===== src/rtl/swi_pkg.sv =====
package swi_pkg;
   typedef enum logic {
      MODE_MACHINE    = 1'b0,
      MODE_SUPERVISOR = 1'b1
   } swi_mode_e;

   localparam int unsigned DATA_W  = 32;
   localparam int unsigned LANES   = DATA_W / 8;
   localparam int unsigned WORD_SH = 2;
endpackage


===== src/rtl/swi_decode.sv =====
module swi_decode #(
   parameter int unsigned HART_COUNT = 4,
   parameter int unsigned ADDR_W     = 8
) (
   input  logic                          bus_valid,
   input  logic [ADDR_W-1:0]             bus_addr,
   input  logic [swi_pkg::LANES-1:0]     bus_be,
   output logic                          hit,
   output logic [HART_COUNT-1:0]         sel
);
   localparam int unsigned WORD_W    = ADDR_W - swi_pkg::WORD_SH;
   localparam logic [ADDR_W:0] MAP_BYTES = (ADDR_W+1)'(HART_COUNT * 4);

   logic aligned, in_range, full_width;

   assign aligned    = (bus_addr[swi_pkg::WORD_SH-1:0] == '0);
   assign in_range   = ({1'b0, bus_addr} < MAP_BYTES);
   assign full_width = (bus_be == '1);
   assign hit        = bus_valid && aligned && in_range && full_width;

   for (genvar i = 0; i < HART_COUNT; i++) begin : g_sel
      assign sel[i] = hit && (bus_addr[ADDR_W-1:swi_pkg::WORD_SH] == WORD_W'(i));
   end
endmodule


===== src/rtl/swi_cell.sv =====
module swi_cell #(
   parameter swi_pkg::swi_mode_e MODE = swi_pkg::MODE_MACHINE
) (
   input  logic clk,
   input  logic rst_n,
   input  logic wr_sel,
   input  logic wr_bit,
   input  logic clr,
   output logic pending
);
   logic pending_d;

   if (MODE == swi_pkg::MODE_SUPERVISOR) begin : g_sup
      always_comb begin
         if (wr_sel && wr_bit)  pending_d = 1'b1;
         else if (clr)          pending_d = 1'b0;
         else                   pending_d = pending;
      end

      assert_set_R5: assert property (@(posedge clk) disable iff (!rst_n)
         (wr_sel && wr_bit) |=> pending);
      assert_hold_R5: assert property (@(posedge clk) disable iff (!rst_n)
         (!(wr_sel && wr_bit) && !clr) |=> (pending == $past(pending)));
      assert_clear_R7: assert property (@(posedge clk) disable iff (!rst_n)
         (clr && !(wr_sel && wr_bit)) |=> !pending);
   end else begin : g_mach
      logic unused_clr;
      assign unused_clr = clr;
      always_comb pending_d = wr_sel ? wr_bit : pending;

      assert_set_R3: assert property (@(posedge clk) disable iff (!rst_n)
         (wr_sel && wr_bit) |=> pending);
      assert_clr_R3: assert property (@(posedge clk) disable iff (!rst_n)
         (wr_sel && !wr_bit) |=> !pending);
      assert_noclr_R8: assert property (@(posedge clk) disable iff (!rst_n)
         !wr_sel |=> (pending == $past(pending)));
   end

   always_ff @(posedge clk or negedge rst_n) begin
      if (!rst_n) pending <= 1'b0;
      else        pending <= pending_d;
   end
endmodule


===== src/rtl/swi_bank.sv =====
module swi_bank #(
   parameter int unsigned        HART_COUNT = 4,
   parameter int unsigned        ADDR_W     = 8,
   parameter swi_pkg::swi_mode_e MODE       = swi_pkg::MODE_MACHINE
) (
   input  logic                               clk,
   input  logic                               rst_n,
   input  logic                               bus_valid,
   input  logic                               bus_write,
   input  logic [ADDR_W-1:0]                  bus_addr,
   input  logic [swi_pkg::LANES-1:0]          bus_be,
   input  logic [swi_pkg::DATA_W-1:0]         bus_wdata,
   output logic [swi_pkg::DATA_W-1:0]         bus_rdata,
   input  logic [HART_COUNT-1:0]              hart_clear,
   output logic [HART_COUNT-1:0]              soft_irq
);
   localparam int unsigned MIN_ADDR_W = $clog2(HART_COUNT * 4);

   if (HART_COUNT < 1) begin : g_bad_count
      $error("swi_bank: HART_COUNT must be at least 1");
   end
   if (ADDR_W < MIN_ADDR_W || ADDR_W < 3) begin : g_bad_addr
      $error("swi_bank: ADDR_W too narrow for HART_COUNT words");
   end

   logic                  hit;
   logic [HART_COUNT-1:0] sel;
   logic [HART_COUNT-1:0] pending;
   logic                  rd_en;
   logic                  rd_bit;
   logic                  unused_wdata_hi;

   assign unused_wdata_hi = ^bus_wdata[swi_pkg::DATA_W-1:1];

   swi_decode #(.HART_COUNT(HART_COUNT), .ADDR_W(ADDR_W)) i_decode (
      .bus_valid (bus_valid),
      .bus_addr  (bus_addr),
      .bus_be    (bus_be),
      .hit       (hit),
      .sel       (sel)
   );

   for (genvar i = 0; i < HART_COUNT; i++) begin : g_hart
      swi_cell #(.MODE(MODE)) i_cell (
         .clk     (clk),
         .rst_n   (rst_n),
         .wr_sel  (sel[i] && bus_write),
         .wr_bit  (bus_wdata[0]),
         .clr     (hart_clear[i]),
         .pending (pending[i])
      );
   end

   assign rd_en    = hit && !bus_write;
   assign soft_irq = pending;

   if (MODE == swi_pkg::MODE_SUPERVISOR) begin : g_rd_sup
      assign rd_bit = 1'b0;
      assert_read_zero_R6: assert property (@(posedge clk) disable iff (!rst_n)
         bus_rdata == '0);
   end else begin : g_rd_mach
      assign rd_bit = |(pending & sel);
      assert_read_state_R4: assert property (@(posedge clk) disable iff (!rst_n)
         (rd_en && !(|(pending & sel))) |=> (bus_rdata == '0));
   end

   always_ff @(posedge clk or negedge rst_n) begin
      if (!rst_n)     bus_rdata <= '0;
      else if (rd_en) bus_rdata <= {{(swi_pkg::DATA_W-1){1'b0}}, rd_bit};
      else            bus_rdata <= '0;
   end

   assert_sel_onehot_R2: assert property (@(posedge clk) disable iff (!rst_n)
      $onehot0(sel));
   assert_miss_zero_R10: assert property (@(posedge clk) disable iff (!rst_n)
      (bus_valid && !hit) |=> (bus_rdata == '0));
   assert_rdata_hi_R4: assert property (@(posedge clk) disable iff (!rst_n)
      bus_rdata[swi_pkg::DATA_W-1:1] == '0);
endmodule


===== config.mk =====
export PLATFORM = sky130hd
export DESIGN_NAME = swi_bank
export DESIGN_NICKNAME = d
export VERILOG_FILES = /design/src/rtl/swi_pkg.sv /design/src/rtl/swi_decode.sv /design/src/rtl/swi_cell.sv /design/src/rtl/swi_bank.sv
export SDC_FILE = /design/constraint.sdc
export NUM_CORES = 1
export LEC_CHECK = 0
export BUFFER_PORTS_ARGS = -buffer_cell sky130_fd_sc_hd__buf_4
export CAP_MARGIN = 10
export CORE_MARGIN = 2
export CORE_UTILIZATION = 31
export DETAILED_ROUTE_END_ITERATION = 6
export HOLD_SLACK_MARGIN = 0.1
export PLACE_DENSITY = 0.85
export SLEW_MARGIN = 20
export SYNTH_ARGS = -nofsm -noshare
export SYNTH_HDL_FRONTEND = slang
export SYNTH_SLANG_ARGS = --single-unit

===== constraint.sdc =====
create_clock -name clk -period 3.4 [get_ports clk]
set_input_delay 0.68 -clock clk [delete_from_list [all_inputs] [get_ports clk]]
set_output_delay 0.68 -clock clk [all_outputs]
set_load 0.1 [all_outputs]

**Word-level counts from Yosys, hierarchy flattened**

Index checks and enable logic that the tools add are counted.

- Reductions and logical operators: 16
- Magnitude comparators: 1
- Muxes and demuxes: 1
- Equality and inequality tests: 4
- Bitwise logic cells: 1

Operators by type and width:

| operator | count |
|---|---|
| == test 6 x 2 -> 1 bit (second input constant) | 2 |
| logical AND 1 bit | 12 |
| less-than comparator 8 x 5 -> 1 bit (second input constant) | 1 |
| == test 6 x 1 -> 1 bit (second input constant) | 1 |
| zero test 6 bit | 1 |
| AND 4 bit | 1 |
| == test 4 bit (second input constant) | 1 |
| OR reduction 4 bit | 1 |
| zero test 2 bit | 1 |
| zero test 1 bit | 1 |
| two-way mux 1 bit | 1 |

- Output and inout port bits: 36
- Register bits: 5
- Logic and storage cells: 28

**Logic depth before layout (Yosys ltp)**

Gate-level depths: netlist of the first run.

- Depth after elaboration: 8
- Mapped depth: 3
- Mapped depth without buffers: 3

**Hierarchy**

Synthesis of the first run repeated with hierarchy kept, for this count alone.

- Cell total of the unflattened synthesis: 61
- Area, all modules: 576.8 um^2

By module, submodules not included:

| module | times used | area each (um^2) | cells an instance |
|---|---|---|---|
| swi_bank | 1 | 334.1 | 41 |
| swi_cell | 4 | 40.0 | 2 |
| swi_decode | 1 | 82.6 | 12 |

**Worst setup path after synthesis of the first run**

No wires, ideal clock.

- Path kind: input -> register
- From: in bus_addr[1]
- To: reg g_hart[0].i_cell.pending
- Data required time: 3.272 ns
- Stages on the path: 3
- Buffers on the path: 0
- Library setup time: 0.128 ns
- Arrival: 1.812 ns
- Path slack: 1.461 ns
- Path through: or4b_4 nor4_1 mux2_1

- Cells in the longest elaborated chain, start to end: 6

Ends and longest elaborated chain:

| item | RTL line | text |
|---|---|---|
| from (decl) | swi_bank.sv:10 | `input logic [ADDR_W-1:0] bus_addr,` |
| parallel branches: the longest is 2 deep, another holds less-than comparator 8 x 5 -> 1 bit | -- |  |
| logical AND 1 bit * (2 in series) | swi_decode.sv:19 | `assign hit = bus_valid && aligned && in_range && full_width;` |
| logical AND 1 bit * | swi_decode.sv:22 | `assign sel[i] = hit && (bus_addr[ADDR_W-1:swi_pkg::WORD_SH] == WORD_W'(i));` |
| logical AND 1 bit * | swi_bank.sv:47 | `.wr_sel (sel[i] && bus_write),` |
| to (signal assigned) | swi_cell.sv:41 | `else pending <= pending_d;` |
| to (decl) | swi_cell.sv:9 | `output logic pending` |

Mark *: on every way between the ends.
A chain may end at the register's enable or synchronous reset.

**Worst setup path after layout of the first run**

- From: in bus_addr[1]
- To: reg g_hart[2].i_cell.pending

- Cells in the longest elaborated chain, start to end: 6

Ends and longest elaborated chain:

| item | RTL line |
|---|---|
| parallel branches: the longest is 2 deep, another holds less-than comparator 8 x 5 -> 1 bit | -- |
| logical AND 1 bit * (2 in series) | swi_decode.sv:19 |
| logical AND 1 bit * | swi_decode.sv:22 |
| logical AND 1 bit * | swi_bank.sv:47 |
| to (signal assigned) | swi_cell.sv:41 |
| to (decl) | swi_cell.sv:9 |

Marked as above.

==> results.md, run 1 <==
- The overall overflow remaining after global route is 0.
- The critical path goes through buf_4 > or4b_4 > nor4_1 > mux2_1.
- In this run the cell area of the synthesized design comes to 573 um^2.
- Power spread over the standard cell area amounts to 474 nW/um^2.
- On the critical path, the stage with the largest delay is an instance of sky130_fd_sc_hd__or4b_4.
- The maximum fanout count along the critical path is 5.
- The number of buffers created by CTS is 3.
- Buffers added to address setup during post-CTS repair amount to 0.
- The number of levels the H-tree was split into is 1.
- The initial standard-cell utilization of the core is 33.2%.
- The global routing usage summed across all routing layers is 9.42%.
- The starting DRC count in detailed routing is 1.
- Data on the critical path arrives at its endpoint at 2.04 ns.
- The cell-internal power is 0.000119 W.
- The final route contains 390 vias.
- The proportion of layout cells with a drive suffix above 1 is 35.0%.
- The die is 47.0 um wide.
- The worst setup path is launched from an input port.
- The fill cell total of the finished layout is 180.
- In this run the deepest clock path goes through 2 buffers.
- The wire length of the first global-routing pass is 1330 um.
- The post-synthesis register bit count is 5.
- The via count of the first global-routing pass is 334.
- The number of antenna violations at the first check in global routing is 0.
- The final weighted congestion in routability-driven placement is 0.624.
- In this run the tool buffered the top-level ports with 21 buffer cells.
- Once detail routing completed, the nets flagged for antenna violations numbered 0.
- The analysis attributes to cell leakage a power of 0.353 nW.
- For this run, the number of Yosys warnings is 0.
- Counting tap cells, the placed design contains a total of 101 instances.
- Synthesis produced a netlist whose cell count is 60.
- The flow ran to the end, and the final reports show no timing, DRC or antenna violations.
- The antenna diode count is 0.
- Ranked by total cell area, the synthesized netlist is headed by sky130_fd_sc_hd__buf_4, sky130_fd_sc_hd__dfrtp_1, sky130_fd_sc_hd__mux2_1.
- IR analysis of the VDD net gives a maximum drop of 0.000179 V.
- The multi-input combinational cells in the finished layout cover a total of 298 um^2.
- The wire length per cell after detailed routing is 9.52 um.
- The number of detailed-route iterations in the first pass is 2.
- For the final routed database, the setup TNS stands at 0 ns.
- Post-CTS repair changed the size of 0 cells.
- Setup repair after global routing left no endpoint under its margin.
- The die is 47.0 um tall.
- The region available for standard cell placement spans 1730 um^2.
- The worst-case register-to-register setup slack is 2.29 ns.
- In the layout the commonest cells are sky130_fd_sc_hd__conb_1, sky130_fd_sc_hd__buf_4, sky130_fd_sc_hd__dfrtp_1, sky130_fd_sc_hd__nor4_1, sky130_fd_sc_hd__mux2_1.
- The most common library cell in the layout ignoring fill and taps is sky130_fd_sc_hd__conb_1.
- In the routed design, unresolved DRC markers number 0.
- Of all cell types, the one taking the most synthesized area is sky130_fd_sc_hd__buf_4.
- The insertion delay to the later sink of the worst-skew pair is 0.24 ns.
- The detail-routed via count per cell is 3.71.
- In this run, post-CTS hold repair placed 0 buffers.
- The synthesis-to-finish area growth is 11.4%.
- Combinational cells account for 57.1% of the total power.
- The count of endpoints failing hold in the final timing report is 0.
- The post-synthesis cell type count is 15.
- The data required time of the critical path is 3.53 ns.
- The final wirelength is 1000 um.
- Entering global routing, the biggest net connects 6 pins.
- After floorplanning, the core was divided into 15 placement rows.
- The number of sinks driven by the clock tree is 5.
- The clock network burns 23.1% of the power.
- The worst hold path belongs to the class in2async.
- Of the total power, the share spent switching nets is 60.6%.
- The final cycle utilization of the critical path is 56.4%.
- The worst setup path is of the in2reg kind.
- The post-synthesis sequential area ratio is 21.8%.
- The total die area is 2210 um^2.
- In this design, the stage delay of the slowest critical-path cell is 0.55 ns.
- The setup violation total in the final timing report is 0.
- The area taken by flip-flops and latches is 125 um^2.
- The net count reported at finish is 133.
- Leaving out filler cells and counting taps, the final layout contains 105.
- The final critical path time including I/O delays and setup is 1.92 ns.
- TritonCTS built the clock tree.
- The final setup skew is 0.000702 ns.
- STA classifies the critical path endpoint as a register.
- The CTS root buffer is sky130_fd_sc_hd__clkbuf_4.
- The highest attainable clock frequency is 521 MHz.
- Once detailed placement completed, the half-perimeter wirelength came to 864 um.
- Dividing the synthesized area by the synthesized cell count gives 9.55 um^2.
- After clock tree synthesis, the clock-pin slew on the worst setup and hold paths is 0.04 ns.
- Sequential cells account for 19.8% of the total power.
- 88 I/O pins were placed.
- The number of maximum-capacitance constraint violations is 0.
- The hold slack is 0.227 ns.
- For this design the total switching power over the nets is 0.000183 W.
- The count of final max-slew check failures was 0.
- The share of the synthesized area in the top cell type is 45.9%.
==> power groups by stage <==
stage | sequential (W) | clock (W) | combinational, W
finish | 0.0000599 | 0.0000698 | 0.000173
global route | 0.0000598 | 0.0000796 | 0.000177
CTS | 0.0000599 | 0.0000743 | 0.000172
detailed placement | 0.0000608 | 0 | 0.000172
global placement | 0.0000608 | 0 | 0.000171
floorplan | 0.0000608 | 0 | 0.000182
==> final timing paths <==
| kind | cells past startpoint | to | startpoint |
|---|---|---|---|
| setup reg to reg | 2 | bus_rdata[0] | g_hart[3].i_cell.pending |
| setup / recovery | 4 | g_hart[2].i_cell.pending | bus_addr[1] |
| hold / removal | 1 | g_hart[2].i_cell.pending | rst_n |
| hold reg to reg | 1 | g_hart[2].i_cell.pending | g_hart[2].i_cell.pending |
| max in group asynchronous | 1 | g_hart[1].i_cell.pending | rst_n |
| min in group clk | 1 | g_hart[2].i_cell.pending | g_hart[2].i_cell.pending |
==> metrics by stage <==
step	cell area [um^2]	setup WS, ns	power [W]	utilization (%)
floorplan	686	1.46	0.000242	-
global placement	612	1.27	0.000232	35.4
detailed placement	612	1.20	0.000233	35.4
CTS	638	1.47	0.000306	37.0
global route	638	1.44	0.000317	37.0
finish	638	1.48	0.000303	37.0
==> worst max-delay path, delay by kind of cell <==
kind | cells | cell delay [ns]
simple gates | 2 | 0.89
mux | 1 | 0.36
buf+inv | 1 | 0.11
==> cells by family after synthesis <==
family	synth area share, %
other cells	0.654
simple gates	19.9
mux	11.8
buf+inv	45.9
flops	21.8
==> cell usage after synthesis (all sizes together) <==
master and instances:
nand4b 1, mux4 1, nor2 1, nor4 4, and3 1, or4b 2
mux2 4, or2 1, conb 1, nor3 1, nand4 1, buf 35
or4bb 2, dfrtp 5
==> cell type report <==
cell class | instances | area share [%]
clock buffers | 4 | 4.12
multi-input cells | 50 | 46.7
flip-flops and latches | 5 | 19.6
well taps | 25 | 4.90
repair buffers | 21 | 24.7
==> per-layer routing <==
layer | routed length [um] | up-vias | GRT usage (%)
met5 | 0 | - | 0
li1 | - | 183 | -
met1 | 293 | 183 | 7.23
met4 | 0 | 0 | 5.00
met3 | 121 | 0 | 6.92
met2 | 586 | 24 | 17.0
==> registers in the layout, indices dropped and copies added (netlist names) <==
name / count
bus_rdata: 1
g_hart.i_cell.pending: 4
(Power assumes the default switching activity.)
==> run 2, diff against run 1 <==
Settings changed: CORE_UTILIZATION 31 to 26, PLACE_DENSITY 0.85 to 0.76.
Clock period 3.4 ns to 1.7 ns, I/O delays scaled along.
==> run 2 against run 1 <==
  * Cell count increased by 2.9%
  * Via count rose by 5.6%
  * Design area up 2.0%
  * Critical path type unchanged
  * Non-clock buffer count increased by 1
  * Total power grew 100%
  * First-iteration DRC count rose to 7.0 times the previous value
==> results.md, run 2 (same netlist as run 1, synthesis figures left out) <==
- The number of antenna violations at the first check in global routing is 0.
- The data required time of the critical path is 1.82 ns.
- The largest registers in the layout are g_hart.i_cell.pending (4), bus_rdata (1).
- The insertion delay to the later sink of the worst-skew pair is 0.24 ns.
- The library cells used most frequently in the layout, excluding fill and tap cells, are sky130_fd_sc_hd__conb_1, sky130_fd_sc_hd__buf_4, sky130_fd_sc_hd__dfrtp_1, sky130_fd_sc_hd__nor4_1, sky130_fd_sc_hd__mux2_1.
- The register with the most flip-flops in the layout has 4 of them.
- The initial standard-cell utilization of the core is 28.3%.
- The total negative setup slack is 0 ns.
- The setup violation total in the final timing report is 0.
- The area of placed instances is 614 um^2.
- After detailed routing, the number of remaining DRC violations is 0.
- The proportion of layout cells with a drive suffix above 1 is 34.6%.
- The maximum fanout count along the critical path is 5.
- Traced cell by cell, the critical path runs through buf_4 > or4b_4 > nor4_1 > mux2_1.
- The endpoint kind of the worst setup timing path is a register.
- The number of buffer cells added on primary ports is 21.
- The count of final max-slew check failures was 0.
- The largest individual stage delay along the critical path comes from the cell sky130_fd_sc_hd__or4b_4.
- The final wirelength is 1090 um.
- The total half-perimeter wirelength after legalization and detailed placement is 908 um.
- The starting DRC count in detailed routing is 7.
- The global routing usage summed across all routing layers is 9.05%.
- The worst setup path is launched from an input port.
- Setup repair after global routing left no endpoint under its margin.
- Subtracting the final worst setup slack from the clock period gives 1.60 ns.
- The via count of the first global-routing pass is 375.
- The die is 50.9 um tall.
- The run finished with clean final reports.
- The count of endpoints failing hold in the final timing report is 0.
- The power density relative to cell area is 935 nW/um^2.
- The setup slack at placement is -0.145 ns.
- The floorplan row count is 16.
- The final standard cell area without fillers is 651 um^2.
- The analysis attributes to cell leakage a power of 0.357 nW.
- In the routed layout, each cell is associated on average with a via count of 3.81.
- The total overflow left after global routing is 0.
- The register with the most flip-flops is g_hart.i_cell.pending.
- For this run, the slowest stage of the critical path takes 0.56 ns.
- After detailed routing, the average wire length per cell comes to 10.1 um.
- The clock tree from TritonCTS is yes.
- The worst min-delay path class is in2reg.
- STA puts the critical path data arrival time at 1.72 ns.
- The area of the core region is 2020 um^2.
- The number of setup buffers added after CTS is 0.
- The final setup skew is 0.000283 ns.
- In the finished design, the share of the clock period the worst path needs comes to 94.1%.
- The total die area is 2600 um^2.
- In this run the number of H-tree levels came out at 1.
- The number of cells on the worst reg-to-reg path is 2.
- The source of the worst hold timing path is bus_wdata[0].
- The number of cells in the finished layout apart from fillers is 108.
- The maximum VDD drop is 0.000397 V.
- The synthesis-to-finish area growth is 13.5%.
- The total power after layout is 0.000608 W.
- The floorplan step set the die width to 50.9 um.
- Timing would allow up to 625 MHz.
- The count of vias placed by the detailed router is 412.
- Along the worst hold path, the cell count comes to 2.
- The first global-routing pass estimated 1650 um of wire.
- The longest clock path from root to sink contains 2 buffers.
- In this run the remaining antenna-violating nets after routing total 0.
- The layout has 228 filler cells.
- The type of the worst setup path is in2reg.
- For this run, the detailed router's first-pass iteration total came to 4.
- The maximum number of pins on one net before global-route repair is 6.
- The number of sinks driven by the clock tree is 5.
- In this run the count of I/O pins placed on the die edge is 88.
- In this run, CTS created clock tree buffers numbering 3.
- The worst path meets setup with 0.100 ns of slack.
- The number of instances in the placed design is 103.
- The antenna diode count is 0.
- The congestion estimate from routability-driven global placement came to 0.719.
- The clock transition at the register clock pins on the worst setup and hold paths after CTS is 0.04 ns.
- In this run the worst setup path begins at bus_addr[1].
- In this run the critical register-to-register path is launched from g_hart[3].i_cell.pending.
- The most common library cell in the layout ignoring fill and taps is sky130_fd_sc_hd__conb_1.
- The net count reported at finish is 134.
- The cell sitting at the root of the clock tree is a sky130_fd_sc_hd__clkbuf_4.
- The number of maximum-capacitance constraint violations is 0.
==> run 2: cell count changes in the layout (fill, tap and decap cells not counted), sizes merged <==
| cell | previous run | this run |
|---|---|---|
| dlygate4sd3 | 0 | 1 |
==> run 2: final cells by class <==
type | count | area [um^2] | share of cell area (%)
well taps | 27 | 33.8 | 5.19
multi-input cells | 50 | 298 | 45.8
repair buffers | 22 | 168 | 25.8
clock buffers | 4 | 26.3 | 4.04
flip-flops and latches | 5 | 125 | 19.2
==> run 2: layer usage <==
layer  wire (um)  track usage (%)
met1         363             8.27
met2         606             16.5
met3          95             1.17
met4          21             9.46
met5           0                0
==> run 2: power breakdown <==
part	internal [W]	leakage (nW)	total, W	switching, W
logic	0.0000317	0.272	0.000348	0.000316
clock network	0.0000889	0.0150	0.000140	0.0000516
registers	0.000120	0.0699	0.000120	0.000000182
total	0.000240	0.357	0.000608	0.000368
==> run 2: timing repair <==
action / CTS / global route
resized for setup: 0 / 0
hold endpoints to repair: 5 / 0
hold buffers: 1 / 0
==> run 2: path summary, 6_finish.rpt <==
path | end | slack [ns]
min reg2reg | g_hart[1].i_cell.pending | 0.53
max reg2reg | bus_rdata[0] | 0.57
min in group asynchronous | g_hart[1].i_cell.pending | 0.44
max | g_hart[3].i_cell.pending | 0.10
min | g_hart[2].i_cell.pending | 0.35
max in group asynchronous | g_hart[0].i_cell.pending | 1.16
==> run 2: critical path: cells and delay by family <==
kind                   cells  cell delay (ns)
buffers and inverters      1             0.11
multiplexers               1             0.37
AND/OR/NAND/NOR            2             0.90
==> run 2: per-stage QoR <==
| stage | hold slack (ns) | utilization (%) |
|---|---|---|
| 2_1_floorplan | 0.0444 | - |
| 3_3_place_gp | 0.142 | 30.4 |
| 3_5_place_dp | 0.145 | 30.4 |
| 4_1_cts | 0.340 | 32.2 |
| 5_1_grt | 0.344 | 32.2 |
| 6_report | 0.348 | 32.2 |
==> run 3, diff against run 2 <==
Settings changed: BUFFER_PORTS_ARGS -buffer_cell sky130_fd_sc_hd__buf_4 to -buffer_cell sky130_fd_sc_hd__buf_2.
==> run 3 against run 2 <==
  * Flip-flop and latch count stayed put
  * Die area stayed put
  * First-iteration DRC count is 57% lower
  * Highest routed layer unchanged
  * Sequential power hardly changed
==> results.md, run 3 (same netlist as run 1, synthesis figures left out) <==
- The run finished with clean final reports.
- After clock tree synthesis, the flow added hold-fix buffers numbering 1.
- STA classifies the critical path endpoint as a register.
- For flop-to-flop paths, the worst setup slack is 0.57 ns.
- Routability-driven placement finished with a final weighted congestion of 0.719.
- The type of the worst setup path is in2reg.
- The first global-routing pass estimated 1470 um of wire.
- The insertion delay to the later sink of the worst-skew pair is 0.25 ns.
- The startpoint class of the critical path is an input port.
- The data arrival time of the critical path is 1.72 ns.
- At the worst endpoint, the required time is 1.83 ns.
- Clock tree synthesis selected as its root buffer the cell sky130_fd_sc_hd__clkbuf_4.
- The number of levels the H-tree was split into is 1.
- The proportion of layout cells with a drive suffix above 1 is 35.8%.
- The number of cells in the finished layout apart from fillers is 108.
- TritonCTS built the clock tree.
- Once layout is done, the placed cells without fillers occupy 599 um^2.
- In this run the core area contains 16 standard-cell rows.
- In this run the count of I/O pins placed on the die edge is 88.
- The number of detailed-route iterations in the first pass is 4.
- The static leakage is 0.346 nW.
- The count of final max-slew check failures is 0.
- Counting instances, the worst hold path has a depth of 2.
- Static timing analysis puts the maximum clock frequency at 629 MHz.
- The total negative setup slack is 0 ns.
- The setup violation total in the final timing report is 0.
- Leaving out fill and tap cells, the most frequent cell in the layout is sky130_fd_sc_hd__conb_1.
- For this design the ratio of total power to cell area is 998 nW/um^2.
- For hold timing, the worst endpoint is g_hart[3].i_cell.pending.
- In this run the most critical hold path is launched from bus_wdata[0].
- The largest registers in the layout are g_hart.i_cell.pending (4), bus_rdata (1).
- The width of the die is 50.9 um.
- Across the routed clock network, the largest skew measured is 0.00860 ns.
- The number of buffer cells added on primary ports is 21.
- The tightest min-delay check is of the in2reg type.
- The via count of the first global-routing pass is 349.
- The area of the core region is 2020 um^2.
- The number of cells on the worst reg-to-reg path is 2.
- The number of maximum-capacitance constraint violations is 0.
- For this run, design rule violations remaining after detail routing come to 0.
- Entering global routing, the biggest net connects 6 pins.
- The synthesis-to-finish area growth is 4.59%.
- The remaining antenna violation count is 0.
- The origin of the critical flop-to-flop path is g_hart[3].i_cell.pending.
- The total die area is 2600 um^2.
- The register with the most flip-flops is g_hart.i_cell.pending.
- The total half-perimeter wirelength after legalization and detailed placement is 829 um.
- The register with the most flip-flops in the layout has 4 of them.
- The library cells used most frequently in the layout, excluding fill and tap cells, are sky130_fd_sc_hd__conb_1, sky130_fd_sc_hd__buf_2, sky130_fd_sc_hd__dfrtp_1, sky130_fd_sc_hd__nor4_1, sky130_fd_sc_hd__mux2_1.
- The number of placed instances, taps included, is 103.
- The detail-routed via count per cell is 3.83.
- The count of endpoints failing hold in the final timing report is 0.
- The number of sinks driven by the clock tree is 5.
- The global routing usage summed across all routing layers is 8.12%.
- The antenna diode count is 0.
- The maximum VDD drop is 0.000455 V.
- Counting the buffers created by CTS gives 3.
- The number of antenna violations at the first check in global routing is 0.
- The number of gates resized after CTS is 0.
- The count of vias placed by the detailed router is 414.
- Across all hold checks on the routed design, the worst slack comes to 0.364 ns.
- The initial standard-cell utilization of the core is 28.3%.
- In the finished design, the share of the clock period the worst path needs comes to 93.5%.
- The clock passes through at most 2 buffers.
- Buffers added to address setup during post-CTS repair amount to 0.
- The die span in y is 50.9 um.
- The routed design has 972 um of wire.
- The overall overflow remaining after global route is 0.
- The placed instances occupy a cell area of 562 um^2.
- Setup repair after global routing left no endpoint under its margin.
- The starting DRC count in detailed routing is 3.
- The worst path in the final design needs a cycle of 1.59 ns, including I/O delays and setup.
- After the last flow step, the layout net total stands at 134.
- The maximum fanout count along the critical path is 5.
- The terminus of the critical flop-to-flop path is bus_rdata[0].
- Tracing the worst setup path back leads to its startpoint at bus_addr[1].
- After clock tree synthesis, the clock-pin slew on the worst setup and hold paths is 0.05 ns.
- The wire length per cell after detailed routing is 9.00 um.
-- run 3: cell types whose count changed in the layout (fill, tap and decap cells not counted) --
cell | before | now
sky130_fd_sc_hd__buf_4 | 21 | 0
sky130_fd_sc_hd__clkbuf_1 | 1 | 0
sky130_fd_sc_hd__clkinv_2 | 0 | 1
sky130_fd_sc_hd__buf_2 | 0 | 21
-- run 3: final cells by class --
type	count	area [um^2]
timing repair buffer	22	115
clock buffer	3	22.5
fill	236	1420
sequential	5	125
tap	27	33.8
clock inverter	1	5.00
multi-input combinational	50	298
-- run 3: worst max path at each step --
stage | endpoint | slack (ns) | cells after the start
final | g_hart[2].i_cell.pending | 0.11 | 4
after global routing | g_hart[0].i_cell.pending | 0.10 | 4
after CTS | g_hart[2].i_cell.pending | 0.11 | 4
after detailed placement | g_hart[2].i_cell.pending | -0.16 | 4
after global placement | g_hart[3].i_cell.pending | -0.07 | 4
after floorplan | g_hart[0].i_cell.pending | 0.10 | 3
-- run 3: critical path, cell delays in order --
cell and delay [ns]:
sky130_fd_sc_hd__buf_2 0.10, sky130_fd_sc_hd__or4b_4 0.56, sky130_fd_sc_hd__nor4_1 0.36, sky130_fd_sc_hd__mux2_1 0.36
-- run 3: per-stage QoR --
step	worst slack, ns	utilization, %	power [W]
3_3_place_gp	-0.0699	27.8	0.000453
5_1_grt	0.102	29.6	0.000621
4_1_cts	0.108	29.6	0.000602
2_1_floorplan	0.101	-	0.000485
6_report	0.111	29.6	0.000598
3_5_place_dp	-0.160	27.8	0.000455
-- run 3: power by group --
group,switching [W],internal [W],total (W)
logic,0.000315,0.0000212,0.000337
registers,0.000000166,0.000119,0.000120
clock network,0.0000566,0.0000856,0.000142
total,0.000372,0.000226,0.000598
-- run 3: layer usage --
layer,GRT usage [%],vias up,wire length [um]
met3,2.05,4,115
met4,9.46,0,38
met2,12.6,39,478
li1,-,183,-
met5,0,-,0
met1,8.26,188,339
